**src/rtl/irq_moderator.sv**
```systemverilog
module irq_moderator #(
  parameter int PER_W    = 16,
  parameter int LEN_W    = 16,
  parameter int DIV_FAST = 2,
  parameter int DIV_SLOW = 20
) (
  input  logic             clk,
  input  logic             rst_n,
  input  logic [1:0]       arm_mode,
  input  logic             mode_wr,
  input  logic [PER_W-1:0] mask_period,
  input  logic             tick_x10,
  input  logic [1:0]       small_sel,
  input  logic             small_byp_en,
  input  logic             hipri_byp_en,
  input  logic             tx_done_evt,
  input  logic             rx_done_evt,
  input  logic [LEN_W-1:0] rx_len,
  input  logic             rx_hipri,
  input  logic             tx_clr,
  input  logic             rx_clr,
  output logic             irq_out
);
  localparam int PW = $clog2(DIV_SLOW);
  localparam logic [PW-1:0] LIM_FAST = PW'(DIV_FAST - 1);
  localparam logic [PW-1:0] LIM_SLOW = PW'(DIV_SLOW - 1);
  localparam logic [LEN_W-1:0] THR_BASE = LEN_W'(64);

  logic [PW-1:0]    pre_q;
  logic [PER_W-1:0] cnt_q;
  logic             tx_q, rx_q, byp_q;

  wire [PW-1:0] lim  = tick_x10 ? LIM_SLOW : LIM_FAST;
  wire          tick = (pre_q >= lim);

  wire tx_n   = tx_done_evt | (tx_q & ~tx_clr);
  wire rx_n   = rx_done_evt | (rx_q & ~rx_clr);
  wire pend_q = tx_q | rx_q;
  wire pend_n = tx_n | rx_n;

  wire [LEN_W-1:0] thr = THR_BASE << small_sel;
  wire byp_hit = rx_done_evt & ((small_byp_en & (rx_len <= thr)) |
                                (hipri_byp_en & rx_hipri));

  wire load = (mode_wr & (arm_mode != 2'b00))
            | ((arm_mode == 2'b10) & pend_q & ~pend_n)
            | ((arm_mode == 2'b11) & ~pend_q & pend_n);

  wire masking = (cnt_q != '0);

  always_ff @(posedge clk or negedge rst_n) begin
    if (!rst_n) pre_q <= '0;
    else        pre_q <= tick ? '0 : pre_q + 1'b1;
  end

  always_ff @(posedge clk or negedge rst_n) begin
    if (!rst_n)              cnt_q <= '0;
    else if (load)           cnt_q <= mask_period;
    else if (tick & masking) cnt_q <= cnt_q - 1'b1;
  end

  always_ff @(posedge clk or negedge rst_n) begin
    if (!rst_n) begin
      tx_q  <= 1'b0;
      rx_q  <= 1'b0;
      byp_q <= 1'b0;
    end else begin
      tx_q  <= tx_n;
      rx_q  <= rx_n;
      byp_q <= byp_hit | (byp_q & ~rx_clr);
    end
  end

  assign irq_out = pend_q & (~masking | byp_q);
endmodule

```
**config.mk**
```make
export PLATFORM = sky130hd
export DESIGN_NAME = irq_moderator
export DESIGN_NICKNAME = d
export VERILOG_FILES = /design/src/rtl/irq_moderator.sv
export SDC_FILE = /design/constraint.sdc
export NUM_CORES = 1
export LEC_CHECK = 0
export BUFFER_PORTS_ARGS = -buffer_cell sky130_fd_sc_hd__buf_2
export CAP_MARGIN = 30
export CORE_MARGIN = 2
export CORE_UTILIZATION = 30
export DETAILED_ROUTE_END_ITERATION = 6
export GPL_ROUTABILITY_DRIVEN = 0
export PLACE_DENSITY_LB_ADDON = 0.3
export SYNTH_ARGS = -nofsm -noshare
export SYNTH_HDL_FRONTEND = slang
export SYNTH_SLANG_ARGS = --single-unit
```
**constraint.sdc**
```tcl
create_clock -name clk -period 2.5 [get_ports clk]
set_input_delay 0.25 -clock clk [delete_from_list [all_inputs] [get_ports clk]]
set_output_delay 0.25 -clock clk [all_outputs]
set_load 0.02 [all_outputs]
```
==> results.toml, run 1 <==
[outcome]
status = "finished clean"

[final_layout]
final_util_pct = 40.31
fin_cells = 291
fin_area_sq_mm = 0.001929
finalNetCount = 280
diodes = 0
syn_to_final_growth_pct = 28.39
fillers = 498
drive_above_1_share_pct = 30.80

[clocking]
cts_buffers = 3
clock_sink_count = 24
clkLatencyLatePin_ns = 0.27
cts_tree = "done"
cts.path.max_buffers = 2
path_clk_slew_ns = 0.09
cts_root_buf = "clkbuf_8"
h-tree-depth = 1

[grt]
grt_overflow = 0
grt_usage_pct = 12.48
grt_pass1_vias = 1291
grt_max_degree = 33
antenna_found_initial = 0
grt_first_pass_wirelength_um = 5561

[critical_path]
cpMaxStageDelayCell = "or4_4"
crit_cells = 6
crit_fanout = 4
r2r-end = "cnt_q[0]"
reg2regPathDepth = 8
crit_chain = "inv_1 > ha_2 > or3b_2 > or4_4 > a21oi_2 > buf_4"
r2r_setup_slack_ns = 0.12
cp-start-kind = "flop"
required_ns = 2.25
arrival_ns = 2.21
end_kind = "output pin"
critical_path_buf_inv_count = 2
criticalPathCategory = "reg -> out"
max_stage_delay_ns = 0.58
crit_family = "simple AND/OR/NAND/NOR gates"
reg2reg_from = "cnt_q[0]"

[sta]
rsz0062_at_grt = "yes"
fin_crit_ns = 2.462
setup_viol = 0
slew_violations = 0
finalCritPeriodShare_pct = 98.49
tightest_slew_ns = 0.5470
timing.fmax_mhz = 406.1
final_hold_viol_count = 0
slew_headroom_pct = 63.54
finalClockSkew_ns = 0.004150
setup_tns_ns = 0
timing.hold.ws_ns = 0.1762

[power_and_ir_drop]
p_seq_share_pct = 41.9
power_density_mw_per_mm2 = 704.8
switching_share_pct = 35.64
worst_ir_drop_vdd_uv = 225.3
leakage_nw = 0.8755
p_comb_share_pct = 38.4
internal_power_w = 0.0008752
switchingPower_w = 0.0004846
power.share.clock_pct = 19.7

[worst_hold_path]
holdPathStages = 3
hold_end = "cnt_q[4]"
holdCritStartpoint = "mask_period[4]"
hold_path_class = "in -> reg"

[run]
drv_cap = 0

[floorplanning]
coreArea_sq_mm = 0.004786
die_area_sq_mm = 0.005591
ios = 48
rows = 25
initial_core_util_pct = 31.40
die_h_um = 74.78
die_w_um = 74.78

[yosys]
postSynthCellCount = 170
synth-edff-count = 0
synthFlopType = "dfrtp_1"
synthMuxAreaShare_pct = 0.6661
synthTopCellsByArea = "dfrtp_1 40%, xor2_1 7.0%, ha_1 6.7%"
synth_cell_types = 40
seq_area_frac_synth_pct = 39.97
ys_seq_elements = 24
synth_fp_nets = 225
synth_top_area_cell = "dfrtp_1"
synth_top_family_by_area = "simple AND/OR/NAND/NOR gates"
synth_most_common_cell = "dfrtp_1"
synth_top_area_share_pct = 39.97
ys_async_sr_fraction_pct = 100.0
synth_compound_area_share_pct = 12.74
synth_area_sq_mm = 0.001503
yosys.area_share.simple_pct = 28.31
synthAdderAreaFrac_pct = 6.661
avgSynthCellArea_sq_um = 8.839
synth_xor_area_share_pct = 8.160
yosys_warnings = 0
synth_common_cells = "24 x dfrtp_1, 23 x nand2_1, 14 x nor2_1"

[routing]
num_vias = 1329
antenna_left = 0
wl_per_cell_um = 11.01
drc_errors = 0
drt-total-wl_um = 3205
drt_iter0_markers = 60
via_per_inst = 4.567
dr.pass1.iters = 4

[placed_design]
io_buffers = 47
hpwl_um = 2431
dp_cells = 283
placed_area_sq_mm = 0.001833
## flip-flops by register name, indices dropped and copies added, names as in the netlist
register,count
byp_q,1
cnt_q,16
pre_q,5
rx_q,1
tx_q,1
## power by group through the flow
stage	clock network [W]	registers [W]	logic, W
floorplan	0	0.000562	0.000346
global placement	0	0.000581	0.000484
detailed placement	0	0.000583	0.000488
CTS	0.000275	0.000570	0.000524
global route	0.000286	0.000587	0.000597
finish	0.000268	0.000570	0.000522
## routing by layer
| metal | vias to the layer above | global-route usage [%] | share of wire [%] |
|---|---|---|---|
| met5 | - | 0 | 0 |
| met4 | 0 | 3.571 | 1.4 |
| met3 | 5 | 1.740 | 4.9 |
| met2 | 34 | 18.78 | 42 |
| met1 | 573 | 18.71 | 52 |
| li1 | 717 | - | - |
## logic make-up (layout without fill, tap and decap cells)
| logic type | after synthesis | count (layout) |
|---|---|---|
| DFF | 24 | 24 |
| and+or+nand+nor | 79 | 79 |
| xor gates and xnor gates | 14 | 14 |
| buffers and inverters | 12 | 66 |
| AOI/OAI and AO/OA | 32 | 32 |
| adders and majority gates | 8 | 8 |
| muxes | 1 | 1 |
## placed cells by master (no fill, tap or decap), drive strengths merged, types with 2 or more instances in the layout
cell	count
xor2	12
dfrtp	24
inv	7
nor4	3
clkbuf	4
nand2	23
nand3	8
nand4	7
nand3b	2
or4	4
buf	54
nor2	14
ha	8
xnor2	2
nor3	3
nand2b	6
a21oi	3
o21ai	19
a211oi	2
## through the flow
stage / total power (W) / setup slack (ns)
4_1_cts: 0.001369 / 0.02020
6_report: 0.001360 / 0.03783
2_1_floorplan: 0.0009081 / 0.2568
3_5_place_dp: 0.001071 / 0.2977
3_3_place_gp: 0.001065 / 0.2710
5_1_grt: 0.001471 / -0.03900
## how the worst max path moves through the flow
stage | endpoint | slack [ns] | start
6_report | irq_out | 0.04 | cnt_q[0]
5_1_grt | irq_out | -0.04 | cnt_q[1]
4_1_cts | irq_out | 0.02 | cnt_q[0]
3_5_place_dp | cnt_q[2] | 0.30 | cnt_q[0]
3_3_place_gp | irq_out | 0.27 | cnt_q[0]
2_1_floorplan | irq_out | 0.26 | cnt_q[13]
## timing repair
| action | in CTS | in global routing |
|---|---|---|
| endpoints found under the setup margin | 1 | 2 |
| endpoints found under the hold margin | 24 | 0 |
| pin swaps | 1 | 0 |
| hold buffers | 1 | 0 |
| buffers inserted | 3 | 0 |
| resized for setup | 1 | 3 |
## layout make-up
cell class	instances	area [sq um]	share of cell area, %
Timing Repair Buffer	55	300.3	15.56
Sequential cell	24	600.6	31.13
Inverter	7	26.28	1.362
Clock buffer	4	55.05	2.853
Tap cell	67	83.83	4.345
Multi-Input combinational cell	134	863.3	44.75
## tightest hold or removal path: stages
cell     delay [ns]
buf_2          0.07
nand2_1        0.04
o21ai_0        0.05
Power figures use the tool's default switching activity.
==> inputs of run 2 (changes only) <==
==> constraint.sdc (replaced) <==
create_clock -name clk -period 2.8 [get_ports clk]
set_input_delay 0.28 -clock clk [delete_from_list [all_inputs] [get_ports clk]]
set_output_delay 0.28 -clock clk [all_outputs]
set_load 0.02 [all_outputs]
==> run 2 against run 1 <==
Against the previous run: the run now ends with hold timing left; via count rose by 2.4%; combinational power fell by 20%; flip-flop and latch count is the same; sequential power fell by 9.3%; clock skew decreased by 0.0022 ns; die area is the same; critical path depth shrank 2; critical path type unchanged; critical endpoint unchanged; largest power group unchanged.
==> results.toml, run 2 (synthesis results as in run 1) <==
[sta]
fin_crit_ns = 2.564
setup_viol = 0
tightest_slew_ns = 0.6101
timing.hold.ws_ns = -0.0005742
slew_violations = 0
finalCritPeriodShare_pct = 91.58
timing.fmax_mhz = 390.0
rsz0062_at_grt = "no"
slew_headroom_pct = 59.08
finalClockSkew_ns = 0.001967
setup_tns_ns = 0
final_hold_viol_count = 1

[grt]
grtUsageMet2_pct = 19.47
grt_overflow = 0
antenna_found_initial = 0
grt_usage_pct = 12.21
grt_pass1_vias = 1202
grtUsageMet3_pct = 2.142
grt_first_pass_wirelength_um = 5340
grt_max_degree = 25
use_met1_pct = 17.57
busiest_layer = "met2"

[power_and_ir_drop]
leakage_nw = 0.8412
power_density_mw_per_mm2 = 608.3
worst_ir_drop_vdd_uv = 236.9

[placed_design]
io_buffers = 47
hpwl_um = 2473

[floorplanning]
ios = 48
rows = 25
coreArea_sq_mm = 0.004786
die_w_um = 74.78
initial_core_util_pct = 31.40
die_h_um = 74.78
die_area_sq_mm = 0.005591

[clocking]
post_cts_buffers = 0
h-tree-depth = 1
clkLatencyLatePin_ns = 0.26
path_clk_slew_ns = 0.08
cts_root_buf = "clkbuf_8"
cts_resized = 0
cts.path.max_buffers = 2
holdBufCountCts = 0
clock_sink_count = 24
cts_buffers = 3
cts_tree = "done"

[final_layout]
top_register = "cnt_q"
final_common_cell = "buf_2"
diodes = 0
finalNetCount = 274
syn_to_final_growth_pct = 23.73
final_cell_mix = "47 x buf_2, 24 x dfrtp_1, 23 x nand2_1, 14 x nor2_1, 12 x xor2_1"
largestRegisters = "cnt_q: 16 flops, pre_q: 5 flops"
final_util_pct = 38.85
largest_register_ffs = 16
drive_above_1_share_pct = 28.11

[routing]
via_per_inst = 4.792
dr.pass1.iters = 4
num_vias = 1361
drt_iter0_markers = 73
antenna_left = 0
drc_errors = 0
drt-total-wl_um = 3227
wl_per_cell_um = 11.36

[critical_path]
crit_fanout = 12
criticalPathCategory = "reg -> out"
required_ns = 2.52
arrival_ns = 2.28
cp-start-kind = "flop"
end_kind = "output pin"

[outcome]
violations = "hold timing"
status = "finished with violations"

[run]
drv_cap = 0

[worst_hold_path]
hold_path_class = "in -> async"
==> run 2: per-layer routing <==
layer | up-vias | part of all wire [%]
met5 | - | 0
met4 | 0 | 0.84
met3 | 2 | 5.9
met2 | 46 | 45
met1 | 607 | 48
li1 | 706 | -
==> run 2: area by class of cell <==
type                            count  area [sq um]
Multi-Input combinational cell    134         857.1
Fill cell                         512          2927
Inverter                            7         26.28
Clock buffer                        3         41.29
Timing Repair Buffer               49         250.2
Tap cell                           67         83.83
Sequential cell                    24         600.6
==> run 2: critical path: stages, from the launching register on <==
cell     delay (ns)
dfrtp_1        0.41
or4_1          0.60
or4_4          0.64
a21oi_1        0.19
buf_2          0.19
==> run 2: stage by stage <==
stage / power (W) / setup slack (ns) / hold WS (ns) / area [sq um] / std cells
2_1_floorplan: 0.0008108 / 0.5268 / -0.01559 / 1503 / 170
3_3_place_gp: 0.0009293 / 0.5137 / 0.2977 / 1810 / 280
3_5_place_dp: 0.0009351 / 0.5429 / 0.2928 / 1818 / 281
4_1_cts: 0.001140 / 0.2388 / 0.01292 / 1859 / 284
5_1_grt: 0.001228 / 0.1559 / 0.02425 / 1859 / 284
6_report: 0.001131 / 0.2359 / -0.0005742 / 1859 / 284
==> run 2: worst paths after layout <==
check                                     from   endpoint  slack (ns)  cells after the start
worst max-delay path                 cnt_q[13]    irq_out        0.24                      4
min in group clk                mask_period[2]   cnt_q[2]        0.22                      3
worst max register to register        pre_q[1]   cnt_q[0]        0.54                      6
worst min register to register        pre_q[0]   pre_q[0]        0.50                      1
max in group asynchronous                rst_n   cnt_q[3]        2.44                      1
worst min-delay path                     rst_n  cnt_q[14]     -0.0006                      1
==> run 2: power breakdown <==
group          internal [W]  switching, W  leakage [nW]
combinational      0.000184      0.000231         0.525
sequential         0.000433     0.0000846         0.295
clock             0.0000959      0.000102        0.0216
